==> src/rtl/pretrig_pkg.sv <==
package pretrig_pkg;

    localparam int BLK_SHIFT = 9;

    typedef enum logic [1:0] {
        ST_IDLE,
        ST_FILL,
        ST_ARMED,
        ST_POST
    } cap_state_e;

    typedef struct packed {
        logic [1:0] en;
        logic       and_mode;
    } trig_cfg_t;

    function automatic logic combine_hits(input trig_cfg_t cfg, input logic [1:0] hits);
        logic any_hit;
        logic all_hit;
        any_hit = |(hits & cfg.en);
        all_hit = &(hits | ~cfg.en);
        if (cfg.en == 2'b00)
            return 1'b1;
        return cfg.and_mode ? all_hit : any_hit;
    endfunction

endpackage

==> src/rtl/pretrig_trig_combine.sv <==
module pretrig_trig_combine
    import pretrig_pkg::*;
#(
    parameter int NSRC = 2
) (
    input  trig_cfg_t        cfg_i,
    input  logic [NSRC-1:0]  hit_i,
    output logic             fire_o
);
    logic [1:0] hits;

    generate
        for (genvar g = 0; g < 2; g++) begin : g_src
            if (g < NSRC) begin : g_used
                assign hits[g] = hit_i[g];
            end else begin : g_tie
                assign hits[g] = 1'b0;
            end
        end
    endgenerate

    assign fire_o = combine_hits(cfg_i, hits);
endmodule

==> src/rtl/pretrig_addr_ring.sv <==
module pretrig_addr_ring #(
    parameter int ADDR_W = 26
) (
    input  logic              clk,
    input  logic              rst,
    input  logic              clear_i,
    input  logic              adv_i,
    input  logic [ADDR_W-1:0] last_i,
    output logic [ADDR_W-1:0] addr_o
);
    logic [ADDR_W-1:0] addr_q;

    always_ff @(posedge clk) begin
        if (rst || clear_i)
            addr_q <= '0;
        else if (adv_i)
            addr_q <= (addr_q == last_i) ? '0 : addr_q + 1'b1;
    end

    assign addr_o = addr_q;


    wrap_to_zero_chk: assert property (@(posedge clk) disable iff (rst)
        (adv_i && !clear_i && addr_q == last_i) |=> (addr_q == '0));


    step_one_chk: assert property (@(posedge clk) disable iff (rst)
        (adv_i && !clear_i && addr_q != last_i) |=> (addr_q == $past(addr_q) + 1'b1));
endmodule

==> src/rtl/pretrig_seq_fsm.sv <==
module pretrig_seq_fsm
    import pretrig_pkg::*;
#(
    parameter int ADDR_W = 26,
    localparam int CNT_W = ADDR_W + 1
) (
    input  logic              clk,
    input  logic              rst,
    input  logic              start_i,
    input  logic [CNT_W-1:0]  pre_now_i,
    input  logic [CNT_W-1:0]  pre_q_i,
    input  logic [CNT_W-1:0]  post_q_i,
    input  logic              wr_i,
    input  logic              fire_i,
    input  logic [ADDR_W-1:0] wr_addr_i,
    output logic              busy_o,
    output logic              done_o,
    output logic [ADDR_W-1:0] trig_addr_o,
    output logic              trig_vld_o
);
    cap_state_e        state_q;
    logic [CNT_W-1:0]  fill_cnt_q;
    logic [CNT_W-1:0]  post_cnt_q;
    logic [ADDR_W-1:0] trig_addr_q;
    logic              trig_vld_q;
    logic              done_q;

    always_ff @(posedge clk) begin
        if (rst) begin
            state_q     <= ST_IDLE;
            fill_cnt_q  <= '0;
            post_cnt_q  <= '0;
            trig_addr_q <= '0;
            trig_vld_q  <= 1'b0;
            done_q      <= 1'b0;
        end else if (start_i) begin
            state_q     <= (pre_now_i == '0) ? ST_ARMED : ST_FILL;
            fill_cnt_q  <= '0;
            post_cnt_q  <= '0;
            trig_addr_q <= '0;
            trig_vld_q  <= 1'b0;
            done_q      <= 1'b0;
        end else begin
            done_q <= 1'b0;
            unique case (state_q)
                ST_FILL: begin
                    if (wr_i) begin
                        fill_cnt_q <= fill_cnt_q + 1'b1;
                        if (fill_cnt_q + 1'b1 == pre_q_i)
                            state_q <= ST_ARMED;
                    end
                end
                ST_ARMED: begin
                    if (wr_i && fire_i) begin
                        trig_addr_q <= wr_addr_i;
                        trig_vld_q  <= 1'b1;
                        post_cnt_q  <= {{(CNT_W-1){1'b0}}, 1'b1};
                        if (post_q_i == {{(CNT_W-1){1'b0}}, 1'b1}) begin
                            state_q <= ST_IDLE;
                            done_q  <= 1'b1;
                        end else begin
                            state_q <= ST_POST;
                        end
                    end
                end
                ST_POST: begin
                    if (wr_i) begin
                        post_cnt_q <= post_cnt_q + 1'b1;
                        if (post_cnt_q + 1'b1 == post_q_i) begin
                            state_q <= ST_IDLE;
                            done_q  <= 1'b1;
                        end
                    end
                end
                default: ;
            endcase
        end
    end

    assign busy_o      = (state_q != ST_IDLE);
    assign done_o      = done_q;
    assign trig_addr_o = trig_addr_q;
    assign trig_vld_o  = trig_vld_q;


    armed_after_fill_chk: assert property (@(posedge clk) disable iff (rst)
        (state_q == ST_ARMED) |-> (fill_cnt_q == pre_q_i));


    done_single_chk: assert property (@(posedge clk) disable iff (rst)
        done_q |=> !done_q);


    trig_hold_chk: assert property (@(posedge clk) disable iff (rst)
        (trig_vld_q && !start_i) |=> (trig_vld_q && $stable(trig_addr_q)));


    post_bound_chk: assert property (@(posedge clk) disable iff (rst)
        (state_q == ST_POST) |-> (post_cnt_q < post_q_i));
endmodule

==> src/rtl/pretrig_capture_ctrl.sv <==
module pretrig_capture_ctrl
    import pretrig_pkg::*;
#(
    parameter int ADDR_W = 26,
    localparam int CNT_W = ADDR_W + 1,
    localparam int BLK_W = CNT_W - BLK_SHIFT
) (
    input  logic              clk,
    input  logic              rst,
    input  logic              start_i,
    input  logic              sample_vld_i,
    input  logic              hit_a_i,
    input  logic              hit_b_i,
    input  logic [1:0]        trig_en_i,
    input  logic              trig_and_i,
    input  logic [BLK_W-1:0]  total_blks_i,
    input  logic [BLK_W-1:0]  pre_blks_i,
    output logic [ADDR_W-1:0] wr_addr_o,
    output logic              wr_en_o,
    output logic              busy_o,
    output logic              done_o,
    output logic [ADDR_W-1:0] trig_addr_o,
    output logic              trig_vld_o
);
    logic [CNT_W-1:0]  total_q;
    logic [CNT_W-1:0]  pre_q;
    trig_cfg_t         tcfg_q;
    logic [CNT_W-1:0]  post_len;
    logic [CNT_W-1:0]  pre_now;
    logic [ADDR_W-1:0] ring_last;
    logic              fire;
    logic              wr;
    logic              busy;

    always_ff @(posedge clk) begin
        if (rst) begin
            total_q <= '0;
            pre_q   <= '0;
            tcfg_q  <= '0;
        end else if (start_i) begin
            total_q <= {total_blks_i, {BLK_SHIFT{1'b0}}};
            pre_q   <= pre_now;
            tcfg_q  <= '{en: trig_en_i, and_mode: trig_and_i};
        end
    end

    assign pre_now   = {pre_blks_i, {BLK_SHIFT{1'b0}}};
    assign post_len  = total_q - pre_q;
    assign ring_last = total_q[ADDR_W-1:0] - 1'b1;
    assign wr        = sample_vld_i && busy;

    pretrig_trig_combine #(.NSRC(2)) comb_i (
        .cfg_i  (tcfg_q),
        .hit_i  ({hit_b_i, hit_a_i}),
        .fire_o (fire)
    );

    pretrig_addr_ring #(.ADDR_W(ADDR_W)) ring_i (
        .clk     (clk),
        .rst     (rst),
        .clear_i (start_i),
        .adv_i   (wr),
        .last_i  (ring_last),
        .addr_o  (wr_addr_o)
    );

    pretrig_seq_fsm #(.ADDR_W(ADDR_W)) fsm_i (
        .clk         (clk),
        .rst         (rst),
        .start_i     (start_i),
        .pre_now_i   (pre_now),
        .pre_q_i     (pre_q),
        .post_q_i    (post_len),
        .wr_i        (wr),
        .fire_i      (fire),
        .wr_addr_i   (wr_addr_o),
        .busy_o      (busy),
        .done_o      (done_o),
        .trig_addr_o (trig_addr_o),
        .trig_vld_o  (trig_vld_o)
    );

    assign busy_o  = busy;
    assign wr_en_o = wr;


    no_write_at_done_chk: assert property (@(posedge clk) disable iff (rst)
        done_o |-> !wr_en_o);


    start_clears_chk: assert property (@(posedge clk) disable iff (rst)
        start_i |=> (busy_o && wr_addr_o == '0 && !trig_vld_o));
endmodule

==> config.mk <==
export PLATFORM = sky130hd
export DESIGN_NAME = pretrig_capture_ctrl
export DESIGN_NICKNAME = d
export VERILOG_FILES = /design/src/rtl/pretrig_pkg.sv /design/src/rtl/pretrig_trig_combine.sv /design/src/rtl/pretrig_addr_ring.sv /design/src/rtl/pretrig_seq_fsm.sv /design/src/rtl/pretrig_capture_ctrl.sv
export SDC_FILE = /design/constraint.sdc
export NUM_CORES = 1
export LEC_CHECK = 0
export BUFFER_PORTS_ARGS = -buffer_cell sky130_fd_sc_hd__buf_4
export CORE_MARGIN = 4
export CORE_UTILIZATION = 36
export CTS_BUF_LIST = sky130_fd_sc_hd__clkbuf_2
export DETAILED_ROUTE_END_ITERATION = 10
export SYNTH_ARGS = -nofsm -noshare
export SYNTH_HDL_FRONTEND = slang
export SYNTH_HIERARCHICAL = 1
export SYNTH_SLANG_ARGS = --single-unit
==> constraint.sdc <==
create_clock -name clk -period 9.5 [get_ports clk]
set_clock_uncertainty 0.1 [all_clocks]
set_input_delay 1.9 -clock clk [delete_from_list [all_inputs] [get_ports clk]]
set_output_delay 1.9 -clock clk [all_outputs]
set_load 0.02 [all_outputs]
Yosys cells after proc, flatten, opt, wreduce, memory -nomap -nowiden
Cells that the tools add are included.

storage, ports and cells
  word-level logic and storage cells = 70
  flip-flop bits (word level) = 149
  output and inout bits = 56
  bits of input ports = 45

operators by class
  equality and inequality tests = 14
  add/subtract/negate cells = 5
  reductions and logical operators = 15
  muxes and demuxes = 22
  bitwise gates (word level) = 3

operators with widths
  kind                                                                     count
  27-bit by 1-bit adder with 27-bit output, second input constant          2
  27-bit == test                                                           2
  27-bit 2-to-1 mux                                                        2
  27-bit case mux with 2 select lines                                      1
  27-bit by 1-bit == test with 1-bit output, second input constant         1
  27-bit zero test                                                         1
  27-bit subtractor                                                        1
  26-bit by 1-bit adder with 26-bit output, second input constant          1
  26-bit == test                                                           1
  26-bit 2-to-1 mux                                                        1
  26-bit by 1-bit subtractor with 26-bit output, second input constant     1
  2-bit 2-to-1 mux                                                         8
  3-bit by 2-bit inequality test with 1-bit output, second input constant  5
  1-bit 2-to-1 mux                                                         8
  2-bit case mux with 3 select lines                                       1
  2-bit AND reduction                                                      3
  6-bit AND reduction                                                      1
  2-bit == test, second input constant                                     2
  2-bit by 1-bit inequality test with 1-bit output, second input constant  2
  2-bit nonzero test                                                       2
  4-bit nonzero test                                                       1
  2-bit OR reduction                                                       2
  3-bit AND reduction                                                      1
  2-bit bitwise AND                                                        1
  7 further kinds                                                          8

Longest topological paths before layout
Gate-level depths: netlist of run 1.

  depth in word-level cells = 9
  depth in mapped cells = 18
  mapped depth without buffers = 18

Hierarchy
Netlist of run 1, hierarchy kept.

modules (own cells, without submodules)
  module                sequential area each (um^2)  cells each  instances  area an instance (um^2)
  pretrig_seq_fsm       1681.6                       756         1          5661.7
  pretrig_capture_ctrl  780.7                        306         1          2563.7
  pretrig_addr_ring     520.5                        170         1          1486.4
  pretrig_trig_combine  0.0                          5           1          30.0

Worst setup path before layout of run 1
OpenSTA, ideal clock, no wires.

  path type = input-to-reg
  start = input port sample_vld_i
  end = register fsm_i.state_q[1]
  library setup time = 0.088 ns
  buffers on the path = 1
  slack = 4.908 ns
  arrival time = 4.404 ns
  required time = 9.312 ns
  stages on the path = 10
  cell sequence = and2_1 -> buf_2 -> nor2_1 -> nor4b_2 -> or4b_1 -> or4_1 -> a2111oi_2 -> a21bo_2 -> a21oi_1 -> a311oi_2

on the way
  cells in the longest elaborated chain, start to end = 4
  elaborated cells between the ends (all ways) = 6
  those cells by class = eq/ne: 3; reduce/logical: 3

RTL lines
  element                                                     line                        text
  from (decl)                                                 pretrig_capture_ctrl.sv:11  input logic sample_vld_i,
  1-bit logical AND *                                         pretrig_capture_ctrl.sv:50  assign wr = sample_vld_i && busy;
  1-bit logical AND                                           pretrig_seq_fsm.sv:54       if (wr_i && fire_i) begin
  3-bit by 2-bit inequality test with 1-bit output (no line)  -
  6-bit AND reduction (no line) *                             -
  to (signal assigned)                                        pretrig_seq_fsm.sv:37       state_q <= (pre_now_i == '0) ? ST_ARMED : ST_FILL;
  to (decl)                                                   pretrig_seq_fsm.sv:21       cap_state_e state_q;

Every way passes the cells marked *; elsewhere a longest branch is shown, timed or not.
A chain may end at the register's enable or synchronous reset.

Worst setup path after layout of run 1
  start = input port sample_vld_i
  end = output port wr_en_o

on the way
  cells in the longest elaborated chain, start to end = 1

RTL lines
  element            line                        text
  1-bit logical AND  pretrig_capture_ctrl.sv:50
  to (decl)          pretrig_capture_ctrl.sv:19  output logic wr_en_o,

Every way passes these cells.

==> results of run 1 <==
## sequential cells by signal, summed over array words and instances (netlist names), 2 cells and up
register,flops
fsm_i/fill_cnt_q,27
total_q,18
pre_q,18
ring_i/addr_o,26
tcfg_q,3
fsm_i/trig_addr_o,26
fsm_i/state_q,2
fsm_i/post_cnt_q,27
## cell usage in the layout (no fill, tap or decap), drive strengths merged, types with 6 or more instances in the layout
| cell type | Yosys | layout |
|---|---|---|
| a211oi | 6 | 6 |
| clkbuf | 38 | 17 |
| a21oi | 74 | 74 |
| nand2 | 132 | 132 |
| nor3 | 49 | 49 |
| buf | 24 | 102 |
| conb | 2 | 56 |
| mux2i | 43 | 43 |
| nor2 | 164 | 164 |
| or3 | 15 | 15 |
| nand3 | 47 | 47 |
| ha | 26 | 26 |
| o21a | 6 | 6 |
| dfxtp | 149 | 149 |
| nand2b | 8 | 8 |
| xnor2 | 105 | 105 |
| inv | 42 | 51 |
| a311oi | 9 | 9 |
| and4 | 10 | 10 |
| and2 | 6 | 6 |
| o21ai | 38 | 38 |
| or4 | 8 | 8 |
| a31oi | 8 | 8 |
| nand4 | 39 | 39 |
| and3 | 15 | 15 |
| xor2 | 68 | 68 |
| nor4 | 23 | 23 |
## report_power, final
group | total (mW) | switching, mW | internal (mW)
Sequential | 0.666 | 0.0233 | 0.642
Clock | 0.438 | 0.277 | 0.161
Combinational | 0.411 | 0.248 | 0.163
## area by class of cell
class                   instances  share of cell area [%]
repair buffers                102                    6.87
inverters                      42                    1.42
well taps                     335                    3.76
clock inverters                15                    1.86
flip-flops and latches        149                    26.8
multi-input cells            1038                    58.5
clock buffers                  17                   0.764
diodes                          2                  0.0449
## logic make-up (layout without fill, tap and decap cells)
logic type | count (synthesis) | after routing | synth area share, %
and+or+nand+nor | 543 | 543 | 28.0
DFF | 149 | 149 | 30.6
other | 2 | 58 | 0.0771
adders and majority gates | 27 | 27 | 3.54
AOI/OAI and AO/OA | 196 | 196 | 13.2
muxes | 43 | 43 | 4.42
buffers and inverters | 104 | 176 | 4.57
xor gates and xnor gates | 173 | 173 | 15.6
## metal layers
layer  up-vias  share of wire, %  routed length [um]
met5         -                 0                   0
met4         0               1.3                 367
met3        28               4.8                1340
met2       220                47               13200
met1      4279                47               13100
li1       4511                 -                   -
## how the worst min path moves through the flow
stage,start,to
after floorplan,tcfg_q[1]$_SDFFE_PP0P_,tcfg_q[1]$_SDFFE_PP0P_
after global placement,fsm_i/trig_addr_o[18]$_SDFFE_PP0P_,fsm_i/trig_addr_o[18]$_SDFFE_PP0P_
after detailed placement,fsm_i/trig_addr_o[16]$_SDFFE_PP0P_,fsm_i/trig_addr_o[16]$_SDFFE_PP0P_
after CTS,fsm_i/trig_addr_o[16]$_SDFFE_PP0P_,fsm_i/trig_addr_o[16]$_SDFFE_PP0P_
after global routing,fsm_i/trig_addr_o[0]$_SDFFE_PP0P_,fsm_i/trig_addr_o[0]$_SDFFE_PP0P_
final,fsm_i/trig_addr_o[20]$_SDFFE_PP0P_,fsm_i/trig_addr_o[20]$_SDFFE_PP0P_
## stage by stage
stage,setup WS (ns),hold slack [ns]
floorplan,4.91,0.360
global placement,4.44,0.342
detailed placement,4.32,0.347
CTS,4.57,0.375
global route,4.53,0.400
finish,4.57,0.373
## worst min-delay path, cell delays in order (launching register included)
cell and delay (ns):
dfxtp_1 0.37, nand2_1 0.05, a21oi_1 0.05
==> summary.txt, run 1 <==
Global routing
  • Met2 GRT Util: 30.2%
  • All-layer global routing usage: 18.2%
  • Initial antenna violation count: 2
  • Largest net degree at the start of global routing: 56
  • Grt met1 use: 24.8%
  • M3 GR Usage: 2.74%
  • Global-route wire length before repair: 44800 um
  • Remaining global-route overflow: 0
  • Global-route layer with the greatest usage: met2
  • Number of global-route vias before repair: 8250

CTS
  • Htree depth: 4
  • CTS root buf: clkbuf_2
  • Clock latency on the worst-skew pair: 0.76 ns
  • CTS tree: done
  • CTS Buffer Depth: 2
  • Clock buffer count from CTS: 17
  • Post-CTS setup buffers: 0
  • Hold Buf Count CTS: 0
  • Clock tree sinks: 149
  • Clock-pin slew on the worst setup and hold paths: 0.25 ns
  • Resized cells post-CTS: 0

Placed design
  • DPL Wire Length: 20900 um
  • GPL Wtd Cong: 0.861
  • Number of port buffers: 100
  • Placed Cells: 1666
  • Post-DP Area: 10800 um2

Min path
  • Hold Path Depth: 2
  • Tightest Hold Check Type: reg2reg

STA
  • Worst Tran Pin Value: 1.03 ns
  • Hold Fails Final Rpt: 0
  • # setup viols final: 0
  • Fin crit share: 51.9%
  • Fmax: 203 MHz
  • Min Tclk post-route: 4.93 ns
  • Max_slew headroom: 31.3%
  • RSZ-0062 raised after global routing: no
  • Count of final max-slew check failures: 0
  • Post-Route Setup TNS: 0 ns

Routing
  • Vias: 9038
  • DRT iter0 DRCs: 675
  • Remaining antenna violation count: 0
  • Drt total wl: 28000 um
  • Vias/cell: 5.32
  • First-pass DRT Iterations: 5
  • Wire per inst: 16.5 um
  • DRC violations left: 0

Synth
  • Post-synthesis cell count: 1237
  • Post-synth top cells: 161 x nor2_1, 149 x dfxtp_1, 132 x nand2_1, 105 x xnor2_1, 73 x a21oi_1
  • Fraction of registers with async set/reset: 0%
  • Synth area leaders: dfxtp_1 31%, xnor2_1 9.4%, nor2_1 6.2%
  • Top cell type's share of synthesized area: 30.6%
  • Cell taking the most area after synthesis: dfxtp_1
  • Syn avg cell area: 7.88 um2
  • Mapped Area: 9740 um2
  • Most common cell in the netlist: nor2_1
  • Number of synthesized register bits: 149
  • Netlist cell types: 86
  • Post-synth top flop: dfxtp_1
  • Synthesis warning total: 6
  • Sequential area share after synthesis: 30.6%
  • Post-synth EDFFs: 0

Setup path
  • Crit path cell chain: buf_4 > and2_1 > buf_4
  • Worst path slowest cell: and2_1
  • Reg2reg setup slack: 5.12 ns
  • Required @ worst endpoint: 7.50 ns
  • Critical Path Sink Type: output pin
  • R2R cell count: 16
  • CP endpoint: wr_en_o
  • Cell family with the largest share of critical-path delay: simple AND/OR/NAND/NOR gates
  • Startpoint Class: input port
  • Crit path kind: in2out
  • Worst-path fanout max: 20
  • Critical R2R Capture: fsm_i/state_q[1]$_SDFFE_PP0P_
  • Crit path from: sample_vld_i
  • Critical path depth: 3
  • Critical path's most frequent cell: buf_4
  • WP data arrival: 2.93 ns
  • Reg2reg start: pre_q[10]$_SDFFE_PP0P_
  • Sum of buffers and inverters on the critical path: 2
  • Critical Path Max Stage Delay: 0.66 ns

Layout
  • Nets: 1422
  • Fin area: 11100 um2
  • Synth-to-Final Area Change: 14.3%
  • Fin util: 42.3%
  • Layout cell share with drive strength beyond 1: 12.0%
  • Fill cells: 2717
  • Register area: 2980 um2
  • Finished Layout Cells: 1700
  • Footprint of the multi-input gates: 6520 um2

Power
  • Peak supply drop: 0.0000802 V
  • Total power: 1.51 mW
  • Leakage: 4.15 nW
  • Cell Pwr Density: 136 nW/um2

Die
  • Top Ports: 101
  • Die width: 173 um
  • Die height: 173 um
  • Starting Density: 37.0%
  • Die area: 29800 um2
  • Core region area: 26400 um2
  • Row cnt: 59

Status
  • Status: complete, no violations

Job
  • Max-cap viol count: 0
Note: power is estimated with default switching activity, not from simulation.
==> run 2: changes to the inputs <==
- ABC_AREA: not set -> 1
- clock period: 9.5 -> 5 ns (I/O delays scaled with it)
==> summary.txt, run 2 <==
Status
  • Status: complete, no violations

Global routing
  • Global-route layer with the greatest usage: met2
  • Global-route wire length before repair: 57200 um (+28%)
  • M3 GR Usage: 3.02% (+0.28 points)
  • Grt met1 use: 28.8% (+4.0 points)
  • Initial antenna violation count: 1 (-1)
  • Number of global-route vias before repair: 10900 (+32%)
  • All-layer global routing usage: 20.9% (+2.7 points)
  • Largest net degree at the start of global routing: 65 (+16%)
  • Met2 GRT Util: 34.0% (+3.8 points)
  • Remaining global-route overflow: 0 (unchanged)

CTS
  • Clock latency on the worst-skew pair: 0.81 ns (+0.05 ns)
  • Resized cells post-CTS: 0 (unchanged)
  • CTS tree: done
  • Clock buffer count from CTS: 17 (unchanged)
  • CTS Buffer Depth: 2 (unchanged)
  • Post-CTS setup buffers: 0 (unchanged)
  • Htree depth: 4 (unchanged)
  • CTS root buf: clkbuf_2
  • Clock tree sinks: 149 (unchanged)
  • Hold Buf Count CTS: 0 (unchanged)
  • Clock-pin slew on the worst setup and hold paths: 0.30 ns (+0.05 ns)

Layout
  • Layout cell share with drive strength beyond 1: 10.1% (-1.9 points)
  • Fin area: 12900 um2 (+16%)
  • Footprint of the multi-input gates: 7240 um2 (+11%)
  • Register area: 2980 um2 (unchanged)
  • Nets: 2148 (+51%)
  • Most frequent cells in the layout: 635 x nand2_1, 299 x inv_1, 206 x nor2_1, 157 x nand3_1, 149 x dfxtp_1
  • Commonest non-fill, non-tap cell in the layout: nand2_1
  • Largest regs: fsm_i/fill_cnt_q: 27 flops, fsm_i/post_cnt_q: 27 flops
  • Synth-to-Final Area Change: 14.2%
  • Fill cells: 3378 (+24%)

Job
  • Max-cap viol count: 0 (unchanged)

Die
  • Row cnt: 64 (+8.5%)
  • Die area: 34300 um2 (+15%)
  • Starting Density: 36.8% (-0.19 points)
  • Die width: 185 um (+7.4%)
  • Core region area: 30700 um2 (+17%)
  • Die height: 185 um (+7.4%)
  • Top Ports: 101 (unchanged)

Placed design
  • GPL Wtd Cong: 0.924 (+7.3%)
  • Post-DP Area: 12700 um2 (+17%)
  • DPL Wire Length: 27400 um (+31%)
  • Number of port buffers: 100 (unchanged)

STA
  • Worst Tran Pin Value: 1.05 ns (+0.0204 ns)
  • Fmax: 307 MHz
  • # setup viols final: 0 (unchanged)
  • Fin crit share: 65.2%
  • Post-Route Setup TNS: 0 ns (unchanged)
  • Min Tclk post-route: 3.26 ns
  • Hold WS: 0.305 ns (-0.0680 ns)
  • Hold Fails Final Rpt: 0 (unchanged)
  • Max_slew headroom: 30.0% (-1.4 points)
  • RSZ-0062 raised after global routing: no
  • Count of final max-slew check failures: 0 (unchanged)

Setup path
  • Required @ worst endpoint: 3.90 ns (-3.60 ns)
  • Startpoint Class: flop
  • Critical Path Sink Type: output pin
  • WP data arrival: 2.16 ns (-0.77 ns)
  • Crit path kind: reg2out
  • Worst-path fanout max: 15 (-25%)

Power
  • Sw Pwr: 1.24 mW (+130%)
  • Leakage: 5.94 nW (+43%)
  • Peak supply drop: 0.000123 V (+53%)
  • Flop pwr share: 43.0% (-0.9 points)
  • Sw frac: 40.5% (+4.3 points)
  • Cell Pwr Density: 237 nW/um2 (+74%)
  • Comb pwr share: 31.4% (+4.2 points)
  • Internal power: 1.82 mW (+88%)
  • Clock power frac: 25.6% (-3.3 points)

Routing
  • First-pass DRT Iterations: 5 (unchanged)
  • DRT iter0 DRCs: 860 (+27%)
  • Vias/cell: 4.86 (-8.6%)
  • Remaining antenna violation count: 0 (unchanged)
  • Drt total wl: 35800 um (+28%)
  • DRC violations left: 0 (unchanged)
  • Wire per inst: 14.4 um (-13%)
  • Vias: 12100 (+34%)

Synth
  • Post-synthesis cell count: 1929 (+56%)
  • Fraction of registers with async set/reset: 0% (unchanged)
  • Cell taking the most area after synthesis: dfxtp_1
  • Most common cell in the netlist: nand2_1
  • Netlist cell types: 50 (-42%)
  • Top cell type's share of synthesized area: 26.4% (-4.2 points)
  • Synthesis warning total: 6 (unchanged)
  • Syn avg cell area: 5.86 um2 (-26%)
  • Sequential area share after synthesis: 26.4% (-4.2 points)
  • Synth area leaders: dfxtp_1 26%, nand2_1 21%, inv_1 9.9%
  • Number of synthesized register bits: 149 (unchanged)
  • Post-synth EDFFs: 0 (unchanged)
  • Mapped Area: 11300 um2 (+16%)
  • Post-synth top flop: dfxtp_1
  • Post-synth top cells: 635 x nand2_1, 299 x inv_1, 207 x nor2_1, 158 x nand3_1, 149 x dfxtp_1

Min path
  • Tightest Hold Check Type: in2reg
-- run 2: cell types whose count changed after synthesis, sizes merged, moves of 15 or more --
cell    delta
o21ai     +16
a21oi     +27
xnor2     -91
nand2    +518
nor2      +79
nand3    +114
o211ai    +16
or3       -15
nor3      -23
xor2      -42
a211oi    +20
inv      +264
mux2i     -43
-- run 2: worst max-delay path: stages, from the launching register on --
cell	delay, ns
dfxtp_1	0.46
inv_1	0.09
ha_1	0.20
inv_1	0.08
nand2_1	0.05
inv_1	0.05
buf_4	0.25
buf_4	0.20
-- run 2: power groups by stage --
stage,registers (mW),logic [mW],clock network [mW]
after global routing,1.32,1.08,0.860
after floorplan,1.33,0.671,0
after global placement,1.33,0.937,0
final,1.31,0.960,0.782
after CTS,1.31,0.953,0.815
after detailed placement,1.33,0.946,0
-- run 2: layout make-up --
type	count	area share [%]
Tap cell	396	3.84
Inverter	307	8.92
Antenna cell	1	0.0194
Sequential cell	149	23.1
Clock inverter	15	1.30
Clock buffer	17	0.659
Multi-Input combinational cell	1496	56.1
Timing Repair Buffer	105	6.10
-- run 2: through the flow --
step | std cells | power [mW] | utilization (%) | worst slack, ns
floorplan | 1994 | 2.00 | - | 2.39
global placement | 2453 | 2.27 | 41.2 | 1.98
detailed placement | 2453 | 2.28 | 41.2 | 1.95
CTS | 2485 | 3.08 | 42.0 | 1.62
global route | 2486 | 3.27 | 42.0 | 1.54
finish | 2486 | 3.05 | 42.0 | 1.74
-- run 2: path summary, 6_finish.rpt --
| path | slack (ns) | from | depth (start not counted) | endpoint |
|---|---|---|---|---|
| setup reg to reg | 1.93 | total_q[9]$_SDFFE_PP0P_ | 22 | fsm_i/state_q[0]$_SDFFE_PP0P_ |
| hold / removal | 0.31 | trig_and_i | 3 | tcfg_q[0]$_SDFFE_PP0P_ |
| setup / recovery | 1.74 | fsm_i/state_q[0]$_SDFFE_PP0P_ | 7 | wr_en_o |
| hold reg to reg | 0.36 | fsm_i/trig_addr_o[0]$_SDFFE_PP0P_ | 2 | fsm_i/trig_addr_o[0]$_SDFFE_PP0P_ |
-- run 2: metal layers --
metal	vias up	routed length (um)
met5	-	0
met4	0	778
met3	47	1520
li1	6344	-
met2	294	16200
met1	5395	17300
-- run 2: logic make-up (layout without fill, tap and decap cells) --
family,after synthesis,count (layout),synth area share (%)
other,2,68,0.0664
and+or+nand+nor,1151,1151,44.6
adders and majority gates,27,27,3.05
DFF,149,149,26.4
xor gates and xnor gates,42,42,3.51
buffers and inverters,349,444,11.9
AOI/OAI and AO/OA,209,209,10.6
==> run 3: changes to the inputs <==
- ABC_AREA: 1 -> 0
- clock period: 5 -> 2.65 ns (I/O delays scaled with it)
==> summary.txt, run 3 (synthesized netlist as in run 1, its figures left out) <==
Status
  • Status: finished, violations left
  • Failing checks: negative setup slack

Global routing
  • Remaining global-route overflow: 0 (unchanged)
  • Initial antenna violation count: 2 (+1)
  • Number of global-route vias before repair: 9996 (-8.2%)
  • Global-route wire length before repair: 51800 um (-9.3%)
  • All-layer global routing usage: 21.0% (+0.080 points)
  • Largest net degree at the start of global routing: 50 (-23%)

Die
  • Die width: 173 um (-6.9%)
  • Starting Density: 37.0% (+0.19 points)
  • Core region area: 26400 um2 (-14%)
  • Top Ports: 101 (unchanged)
  • Die height: 173 um (-6.9%)
  • Die area: 29800 um2 (-13%)
  • Row cnt: 59 (-7.8%)

Job
  • Max-cap viol count: 0 (unchanged)

CTS
  • Clock latency on the worst-skew pair: 0.76 ns (-0.05 ns)
  • Htree depth: 4 (unchanged)
  • Clock-pin slew on the worst setup and hold paths: 0.25 ns (-0.05 ns)
  • CTS Buffer Depth: 2 (unchanged)
  • CTS tree: done
  • CTS root buf: clkbuf_2
  • Clock tree sinks: 149 (unchanged)
  • Clock buffer count from CTS: 17 (unchanged)

Layout
  • Layout cell share with drive strength beyond 1: 30.7% (+21 points)
  • Fin util: 53.5% (+12 points)
  • Fill cells: 2416 (-28%)
  • Most frequent cells in the layout: 365 x buf_4, 139 x nor2_1, 137 x dfxtp_1, 132 x nand2_1, 103 x xnor2_1
  • Synth-to-Final Area Change: 44.7%
  • Largest regs: fsm_i/fill_cnt_q: 27 flops, fsm_i/post_cnt_q: 27 flops
  • Nets: 1734 (-19%)
  • Commonest non-fill, non-tap cell in the layout: buf_4

STA
  • Fin crit share: 138%
  • Fin worst setup slack: -0.998 ns (-2.74 ns)
  • Worst Tran Pin Value: 0.649 ns (-0.401 ns)
  • Hold Fails Final Rpt: 0 (unchanged)
  • Count of final max-slew check failures: 0 (unchanged)
  • Min Tclk post-route: 3.65 ns
  • Max_slew headroom: 56.1% (+26 points)
  • Fmax: 274 MHz
  • # setup viols final: 29 (+29)
  • RSZ-0062 raised after global routing: yes

Setup path
  • Worst-path fanout max: 4 (-11)
  • Startpoint Class: flop
  • R2R cell count: 15 (-32%)
  • WP data arrival: 4.19 ns (+2.03 ns)
  • Reg2reg start: pre_q[20]$_SDFFE_PP0P_
  • Reg2reg setup slack: -1.0 ns (-2.93 ns)
  • Critical Path Sink Type: flop
  • Critical R2R Capture: fsm_i/state_q[0]$_SDFFE_PP0P_
  • Required @ worst endpoint: 3.19 ns (-0.71 ns)
  • Crit path kind: reg2reg

Placed design
  • GPL Wtd Cong: 0.934 (+1.1%)
  • Post-place setup slack: -1.06 ns (-3.01 ns)
  • Number of port buffers: 100 (unchanged)
  • DPL Wire Length: 24100 um (-12%)

Power
  • Comb pwr share: 36.8% (+5.4 points)
  • Cell Pwr Density: 420 nW/um2 (+77%)
  • Leakage: 5.77 nW (-2.9%)
  • Sw frac: 36.4% (-4.1 points)
  • Sw Pwr: 2.15 mW (+74%)
  • Internal power: 3.76 mW (+110%)
  • Clock power frac: 23.6% (-2.0 points)
  • Flop pwr share: 39.6% (-3.4 points)
  • Peak supply drop: 0.000307 V (+150%)

Routing
  • Wire per inst: 16.0 um (+11%)
  • DRC violations left: 0 (unchanged)
  • First-pass DRT Iterations: 6 (+1)
  • Vias: 10300 (-15%)
  • DRT iter0 DRCs: 604 (-30%)
  • Remaining antenna violation count: 0 (unchanged)
  • Vias/cell: 5.09 (+4.8%)
  • Drt total wl: 32200 um (-10%)

Min path
  • Hold Path Depth: 3 (unchanged)
  • Hold Path Sink: pre_q[11]$_SDFFE_PP0P_
  • Tightest Hold Check Type: in2reg
  • Origin of the worst min-delay path: start_i
## run 3: cell type report
| class | count | area [um2] | area share, % |
|---|---|---|---|
| multi-input combinational | 1038 | 6950 | 49.3 |
| timing repair buffer | 414 | 3320 | 23.6 |
| sequential | 149 | 3000 | 21.3 |
| tap | 335 | 419 | 2.97 |
| clock inverter | 15 | 158 | 1.12 |
| inverter | 42 | 158 | 1.12 |
| clock buffer | 17 | 85.1 | 0.603 |
| antenna | 3 | 7.51 | 0.0532 |
## run 3: worst max-delay path, stage by stage, from the launching register on
cell and delay [ns]:
dfxtp_1 0.40, inv_1 0.07, ha_1 0.31, and3_1 0.21, nand2_1 0.09, nor2_1 0.10, or3b_1 0.34, a21oi_1 0.16
xnor2_1 0.12, buf_4 0.18, o41ai_1 0.63, a211oi_1 0.11, buf_4 0.18, a31o_4 0.24, buf_4 0.14, a31o_1 0.17
## run 3: metrics by stage
stage | cells | instance area, um2 | total power [mW] | TNS, ns | hold WS [ns]
2_1_floorplan | 1291 | 9980 | 3.50 | -2.18 | 0.360
3_3_place_gp | 1927 | 12900 | 4.33 | -8.82 | 0.342
3_5_place_dp | 1927 | 12900 | 4.34 | -9.74 | 0.347
4_1_cts | 2004 | 13800 | 5.91 | -8.50 | 0.00389
5_1_grt | 2012 | 14100 | 6.24 | -16.89 | 0.0195
6_report | 2013 | 14100 | 5.92 | -13.95 | 0.0822
## run 3: what timing repair did
| action | in CTS | in global routing |
|---|---|---|
| endpoints found under the setup margin | 30 | 34 |
| gates resized for setup | 40 | 64 |
| buffers inserted | 4 | 6 |
| hold endpoints to repair | 39 | 0 |
| pin swaps | 17 | 54 |
| gates cloned | 2 | 1 |
| hold buffers | 39 | 0 |
## run 3: power groups by stage
stage / clock [mW] / combinational [mW] / sequential (mW)
2_1_floorplan: 0 / 1.10 / 2.40
3_3_place_gp: 0 / 1.95 / 2.38
3_5_place_dp: 0 / 1.96 / 2.38
4_1_cts: 1.45 / 2.11 / 2.34
5_1_grt: 1.53 / 2.36 / 2.35
6_report: 1.39 / 2.18 / 2.35
## run 3: per-layer routing
layer	routed length, um	track usage (%)	part of all wire [%]	up-vias
li1	-	-	-	5146
met1	14300	26.9	44	4789
met2	15800	36.7	49	253
met3	1250	3.25	3.9	68
met4	845	5.95	2.6	0
met5	0	0	0	-
## run 3: how the worst max path moves through the flow
stage	slack, ns	depth (start not counted)	end	startpoint
final	-1.0	15	fsm_i/state_q[0]$_SDFFE_PP0P_	pre_q[20]$_SDFFE_PP0P_
after global routing	-1.23	16	fsm_i/state_q[0]$_SDFFE_PP0P_	pre_q[10]$_SDFFE_PP0P_
after CTS	-1.01	18	fsm_i/state_q[0]$_SDFFE_PP0P_	total_q[9]$_SDFFE_PP0P_
after detailed placement	-1.06	16	fsm_i/state_q[1]$_SDFFE_PP0P_	pre_q[10]$_SDFFE_PP0P_
after global placement	-0.98	18	fsm_i/state_q[0]$_SDFFE_PP0P_	total_q[9]$_SDFFE_PP0P_
after floorplan	-0.84	18	fsm_i/state_q[1]$_SDFFE_PP0P_	total_q[9]$_SDFFE_PP0P_
